## src/rtl/comma_pkg.sv

```systemverilog
package comma_pkg;

   localparam int unsigned SYM_BITS = 10;
   localparam int unsigned NUM_PAT  = 2;

   // target character, both running-disparity forms
   function automatic logic [SYM_BITS-1:0] get_pattern(input int unsigned idx);
      return (idx == 0) ? 10'b0011111001 : 10'b1100000110;
   endfunction

   typedef enum logic [1:0] {
      ST_IDLE  = 2'd0,
      ST_ARMED = 2'd1,
      ST_DONE  = 2'd2
   } arm_state_t;

endpackage

```

## src/rtl/comma_match.sv

```systemverilog
module comma_match #(
   parameter int unsigned SYM_W     = 10,
   parameter bit          REG_MATCH = 1'b0
) (
   input  logic             clk,
   input  logic             rst_n,
   input  logic [SYM_W-1:0] sym_i,
   input  logic             vld_i,
   output logic             hit_o
);
   import comma_pkg::*;

   if (SYM_W != SYM_BITS) begin : g_bad_width
      $error("comma_match: SYM_W must equal the symbol width of the line code");
   end

   logic [NUM_PAT-1:0] eq_vec;
   logic               any_eq;
   logic               vld_eff;

   for (genvar p = 0; p < NUM_PAT; p++) begin : g_cmp
      assign eq_vec[p] = (sym_i == get_pattern(p));
   end

   assign any_eq = |eq_vec;

   if (REG_MATCH) begin : g_reg
      logic hit_q;
      logic vld_q;
      always_ff @(posedge clk or negedge rst_n) begin
         if (!rst_n) begin
            hit_q <= 1'b0;
            vld_q <= 1'b0;
         end else begin
            hit_q <= vld_i & any_eq;
            vld_q <= vld_i;
         end
      end
      assign hit_o   = hit_q;
      assign vld_eff = vld_q;
   end else begin : g_comb
      assign hit_o   = vld_i & any_eq;
      assign vld_eff = vld_i;
   end


   only_on_valid_chk: assert property (@(posedge clk) disable iff (!rst_n)
      hit_o |-> vld_eff);

endmodule

```

## src/rtl/comma_arm_ctrl.sv

```systemverilog
module comma_arm_ctrl (
   input  logic clk,
   input  logic rst_n,
   input  logic align_i,
   input  logic hit_i,
   output logic detect_o,
   output logic seen_o
);
   import comma_pkg::*;

   arm_state_t state_q, state_d;
   logic       align_q;
   logic       arm_evt;

   assign arm_evt  = align_i & ~align_q;
   assign detect_o = (state_q == ST_ARMED) & align_i & hit_i & ~arm_evt;
   assign seen_o   = (state_q == ST_DONE);

   always_comb begin
      state_d = state_q;
      if (arm_evt) begin
         state_d = ST_ARMED;
      end else begin
         case (state_q)
            ST_ARMED: begin
               if (detect_o)      state_d = ST_DONE;
               else if (!align_i) state_d = ST_IDLE;
            end
            ST_DONE:  state_d = ST_DONE;
            default:  state_d = ST_IDLE;
         endcase
      end
   end

   always_ff @(posedge clk or negedge rst_n) begin
      if (!rst_n) begin
         state_q <= ST_IDLE;
         align_q <= 1'b0;
      end else begin
         state_q <= state_d;
         align_q <= align_i;
      end
   end


   one_shot_chk: assert property (@(posedge clk) disable iff (!rst_n)
      detect_o |=> (state_q != ST_ARMED));


   arm_clr_chk: assert property (@(posedge clk) disable iff (!rst_n)
      arm_evt |=> !seen_o);


   seen_sticky_chk: assert property (@(posedge clk) disable iff (!rst_n)
      (seen_o && !arm_evt) |=> seen_o);

endmodule

```

## src/rtl/comma_pulse_gen.sv

```systemverilog
module comma_pulse_gen #(
   parameter int unsigned LEN_W = 4
) (
   input  logic             clk,
   input  logic             rst_n,
   input  logic             load_i,
   input  logic [LEN_W-1:0] len_i,
   output logic             marker_o
);

   if (LEN_W < 1 || LEN_W > 31) begin : g_bad_len
      $error("comma_pulse_gen: LEN_W out of range");
   end

   localparam logic [LEN_W-1:0] ONE = LEN_W'(1);

   logic [LEN_W-1:0] cnt_q;
   logic [LEN_W-1:0] load_val;

   assign load_val = (len_i == '0) ? ONE : len_i;

   always_ff @(posedge clk or negedge rst_n) begin
      if (!rst_n) begin
         cnt_q <= '0;
      end else if (load_i) begin
         cnt_q <= load_val;
      end else if (cnt_q != '0) begin
         cnt_q <= cnt_q - ONE;
      end
   end

   assign marker_o = (cnt_q != '0);


   cnt_down_chk: assert property (@(posedge clk) disable iff (!rst_n)
      (cnt_q != '0 && !load_i) |=> (cnt_q == $past(cnt_q) - ONE));


   load_start_chk: assert property (@(posedge clk) disable iff (!rst_n)
      load_i |=> marker_o);

endmodule

```

## src/rtl/comma_marker_det.sv

```systemverilog
module comma_marker_det #(
   parameter int unsigned SYM_W     = 10,
   parameter int unsigned LEN_W     = 4,
   parameter bit          REG_MATCH = 1'b0
) (
   input  logic             clk,
   input  logic             rst_n,
   input  logic [SYM_W-1:0] sym_i,
   input  logic             sym_vld_i,
   input  logic             align_done_i,
   input  logic [LEN_W-1:0] pulse_len_i,
   output logic             marker_o,
   output logic             seen_o
);

   logic hit;
   logic detect;

   comma_match #(.SYM_W(SYM_W), .REG_MATCH(REG_MATCH)) u_match (
      .clk   (clk),
      .rst_n (rst_n),
      .sym_i (sym_i),
      .vld_i (sym_vld_i),
      .hit_o (hit)
   );

   comma_arm_ctrl u_arm (
      .clk      (clk),
      .rst_n    (rst_n),
      .align_i  (align_done_i),
      .hit_i    (hit),
      .detect_o (detect),
      .seen_o   (seen_o)
   );

   comma_pulse_gen #(.LEN_W(LEN_W)) u_pulse (
      .clk      (clk),
      .rst_n    (rst_n),
      .load_i   (detect),
      .len_i    (pulse_len_i),
      .marker_o (marker_o)
   );


   marker_rise_chk: assert property (@(posedge clk) disable iff (!rst_n)
      $rose(marker_o) |-> $rose(seen_o));

endmodule

```

## config.mk

```make
export PLATFORM = sky130hd
export DESIGN_NAME = comma_marker_det
export DESIGN_NICKNAME = d
export VERILOG_FILES = /design/src/rtl/comma_pkg.sv /design/src/rtl/comma_match.sv /design/src/rtl/comma_arm_ctrl.sv /design/src/rtl/comma_pulse_gen.sv /design/src/rtl/comma_marker_det.sv
export SDC_FILE = /design/constraint.sdc
export NUM_CORES = 1
export LEC_CHECK = 0
export ABC_AREA = 1
export BUFFER_PORTS_ARGS = -buffer_cell sky130_fd_sc_hd__buf_2
export CELL_PAD_IN_SITES_DETAIL_PLACEMENT = 0
export CELL_PAD_IN_SITES_GLOBAL_PLACEMENT = 2
export CORE_UTILIZATION = 23
export DETAILED_ROUTE_END_ITERATION = 10
export GPL_ROUTABILITY_DRIVEN = 1
export PLACE_DENSITY = 0.83
export SLEW_MARGIN = 15
export SYNTH_ARGS = -nofsm -noshare
export SYNTH_HDL_FRONTEND = slang
export SYNTH_SLANG_ARGS = --single-unit
```

## constraint.sdc

```tcl
create_clock -name clk -period 1.47 [get_ports clk]
set_clock_uncertainty 0.15 [all_clocks]
set_input_delay 0.2205 -clock clk [delete_from_list [all_inputs] [get_ports clk]]
set_output_delay 0.2205 -clock clk [all_outputs]
set_load 0.05 [all_outputs]
```

==> summary.md <==
| Metric | Value |
|---|---|
| Status | `completed` |
| CTS tree | `yes` |
| Hold WC Path Type | `input port to flop` |
| RSZ-0062 raised after global routing | `true` |
| DRT iter0 DRCs | `12` |
| H-tree lvl count | `1` |
| # rows | `16` |
| Chip Height | `49.5 um` |
| Cts bufs inserted | `3` |
| Share of post-route cells with drive strength above 1 | `0.355` |
| Io pins | `20` |
| Fin. max-slew vios | `0` |
| Nature of the critical path startpoint | `flop` |
| Ant. Diodes | `0` |
| Sequential-to-total area share from yosys stat | `0.338` |
| Clk_lat worst skew | `0.25 ns` |
| Non-filler cells, final | `134` |
| Area Growth Syn to Fin | `51.7%` |
| Average via count per standard cell | `4.03` |
| CP endpoint kind | `primary output` |
| Worst setup startpoint | `u_pulse.cnt_q[0]$_DFFE_PN0P_` |
| Pre-CTS setup slack | `0.0390 ns` |
| Multi-input gate area | `320 sq um` |
| Syn Area/Cell | `6.73 sq um` |
| Largest delay contributor family on the critical path | `flip-flops` |
| GPL Wtd Cong | `0.728` |
| Highest cell delay on the worst timing path | `0.38 ns` |
| Worst-path fanout max | `3` |
| Total wire length | `1.13 mm` |
| Crit-path slowest cell | `dfrtp_1` |
| WP data arrival | `1.06 ns` |
| First-pass GRT wire length | `1.84 mm` |
| Max_cap viols | `0` |
| R2r worst-path depth | `8` |
| Yosys synthesis warning count | `0` |
| Initial Util | `0.254` |
| Routed vias | `540` |
| Worst Hold Launch | `pulse_len_i[2]` |
| Leak Pwr | `0.425 nW` |
| Reg2Reg Launch Point | `u_pulse.cnt_q[0]$_DFFE_PN0P_` |
| Fill cells | `238` |
| Clk slew on worst S/H paths | `0.05 ns` |
| Worst VDD drop | `643 uV` |
| TritonRoute pass-1 iters | `4` |
| Root buf cell | `clkbuf_4` |
| FF+latch area | `175 sq um` |
| R2r setup slk | `0.08 ns` |
| Port-buffer cells | `19` |
| WL/cell | `8.40 um` |
| Vias in the first global route | `475` |
| DP Cell Count | `123` |
| Crit-path cells | `inv_2 -> ha_4 -> nand2_4 -> buf_8` |
| Die area | `0.00245 sq mm` |
| TritonCTS Sinks | `7` |
| # setup viols final | `0` |
| Final worst path period share | `0.976` |
| Most frequent cells in the layout | `nand2_1 (19), buf_2 (17), inv_1 (12)` |
| Antenna violations before repair | `0` |
| Post-Syn Nets | `99` |
| WHS Path Cells | `3` |
| Largest net degree at the start of global routing | `8` |
| Tot GR Track Use | `0.0960` |
| Cell area after synthesis | `518 sq um` |
| GR Overflow Total | `0` |
| Slew margin rel. | `0.861` |
| ANT nets after route | `0` |
| Die Wd | `49.5 um` |
| Fin. Hold Viols | `0` |
| Commonest non-fill, non-tap cell in the layout | `nand2_1` |
| Synth cell types | `15` |
| Final #Nets | `130` |
| Mapped Cells | `77` |
| Critical Setup Path Class | `flop to primary output` |
| WP buf/inv | `2` |
| Pwr dens | `1300 mW/mm^2` |
| # DRC | `0` |
| Flop and latch count out of synthesis | `7` |
| Final worst slack | `0.0351 ns` |
| F_max | `697 MHz` |
| CTS Buffer Depth | `2` |
| Worst r2r dst | `u_pulse.cnt_q[0]$_DFFE_PN0P_` |
| Detail Placement HPWL | `831 um` |
| Minimum clock period | `1.43 ns` |
| Critical Path RT | `1.10 ns` |
| Transition time of the tightest slew-check pin | `0.206 ns` |
| Core Area | `0.00204 sq mm` |
| Hold endpoint | `u_pulse.cnt_q[2]$_DFFE_PN0P_` |
-- report_power, final --
group,internal [W],switching (W)
sequential,0.000257,0.0000493
combinational,0.000268,0.000276
clock,0.000103,0.0000693
-- through the flow --
stage | power, W | setup TNS [ns] | hold WS [ns] | utilization | instance area [sq um]
after floorplan | 0.000583 | 0 | -0.225 | - | 520
after global placement | 0.000689 | 0 | -0.0838 | 0.318 | 649
after detailed placement | 0.000682 | 0 | -0.0833 | 0.318 | 649
after CTS | 0.000944 | 0 | 0.0443 | 0.357 | 728
after global routing | 0.00112 | -0.0154 | 0.0639 | 0.385 | 786
final | 0.00102 | 0 | 0.0488 | 0.385 | 786
-- how the worst max path moves through the flow --
stage,endpoint,slack [ns],cells after the start
4_1_cts,marker_o,0.002,4
3_5_place_dp,u_pulse.cnt_q[3]$_DFFE_PN0P_,0.04,9
3_3_place_gp,u_pulse.cnt_q[3]$_DFFE_PN0P_,0.07,9
2_1_floorplan,u_pulse.cnt_q[0]$_DFFE_PN0P_,0.03,7
6_report,marker_o,0.04,4
5_1_grt,seen_o,-0.007,3
-- cells in the mapped netlist --
master,n,area [sq um]
nand2_1,21,78.8
inv_1,14,52.6
nor2_1,12,45.0
dfrtp_1,7,175
ha_1,4,50.1
nand3_1,4,20.0
o21ai_0,4,20.0
nor3_1,3,15.0
o21ai_1,2,10.0
a21oi_1,1,5.00
clkinv_2,1,5.00
nand2_2,1,6.26
nand3_4,1,17.5
xnor2_1,1,8.76
xor2_1,1,8.76
-- worst min-delay path: stages --
cell and delay [ns]:
buf_2 0.09, nand2_1 0.05, nand2_1 0.05
-- per-layer routing --
metal  GRT usage  routed length [um]  vias to the layer above  part of all wire
li1            -                   -                      298                 -
met3      0.0216                  58                        0             0.052
met4      0.0429                   0                        0                 0
met1       0.135                 566                      229              0.50
met5           0                   0                        -                 0
met2       0.139                 501                       13              0.44
-- timing repair --
item | CTS | global route
setup buffers | 1 | 4
resized for setup | 8 | 8
hold endpoints to repair | 8 | 0
cloned | 0 | 0
hold buffers | 2 | 0
pin swaps | 1 | 2
setup endpoints to repair | 2 | 8
-- area by class of cell --
type | instances | area share
multi-input cells | 55 | 0.408
flip-flops and latches | 7 | 0.223
repair buffers | 26 | 0.220
inverters | 15 | 0.0732
well taps | 27 | 0.0430
clock buffers | 4 | 0.0334
-- sequential cells by signal (all words and copies together), names as in the netlist --
register,count
u_arm.align_q,1
u_arm.state_q,2
u_pulse.cnt_q,4
-- cell families after synthesis --
logic type / synth area share
adder cells (fa/ha/maj): 0.0966
buffers and inverters: 0.111
XOR/XNOR: 0.0338
AND/OR/NAND/NOR: 0.353
flip-flops: 0.338
AO/OA/AOI/OAI: 0.0676
No activity file was read; power rests on OpenSTA's default activity.
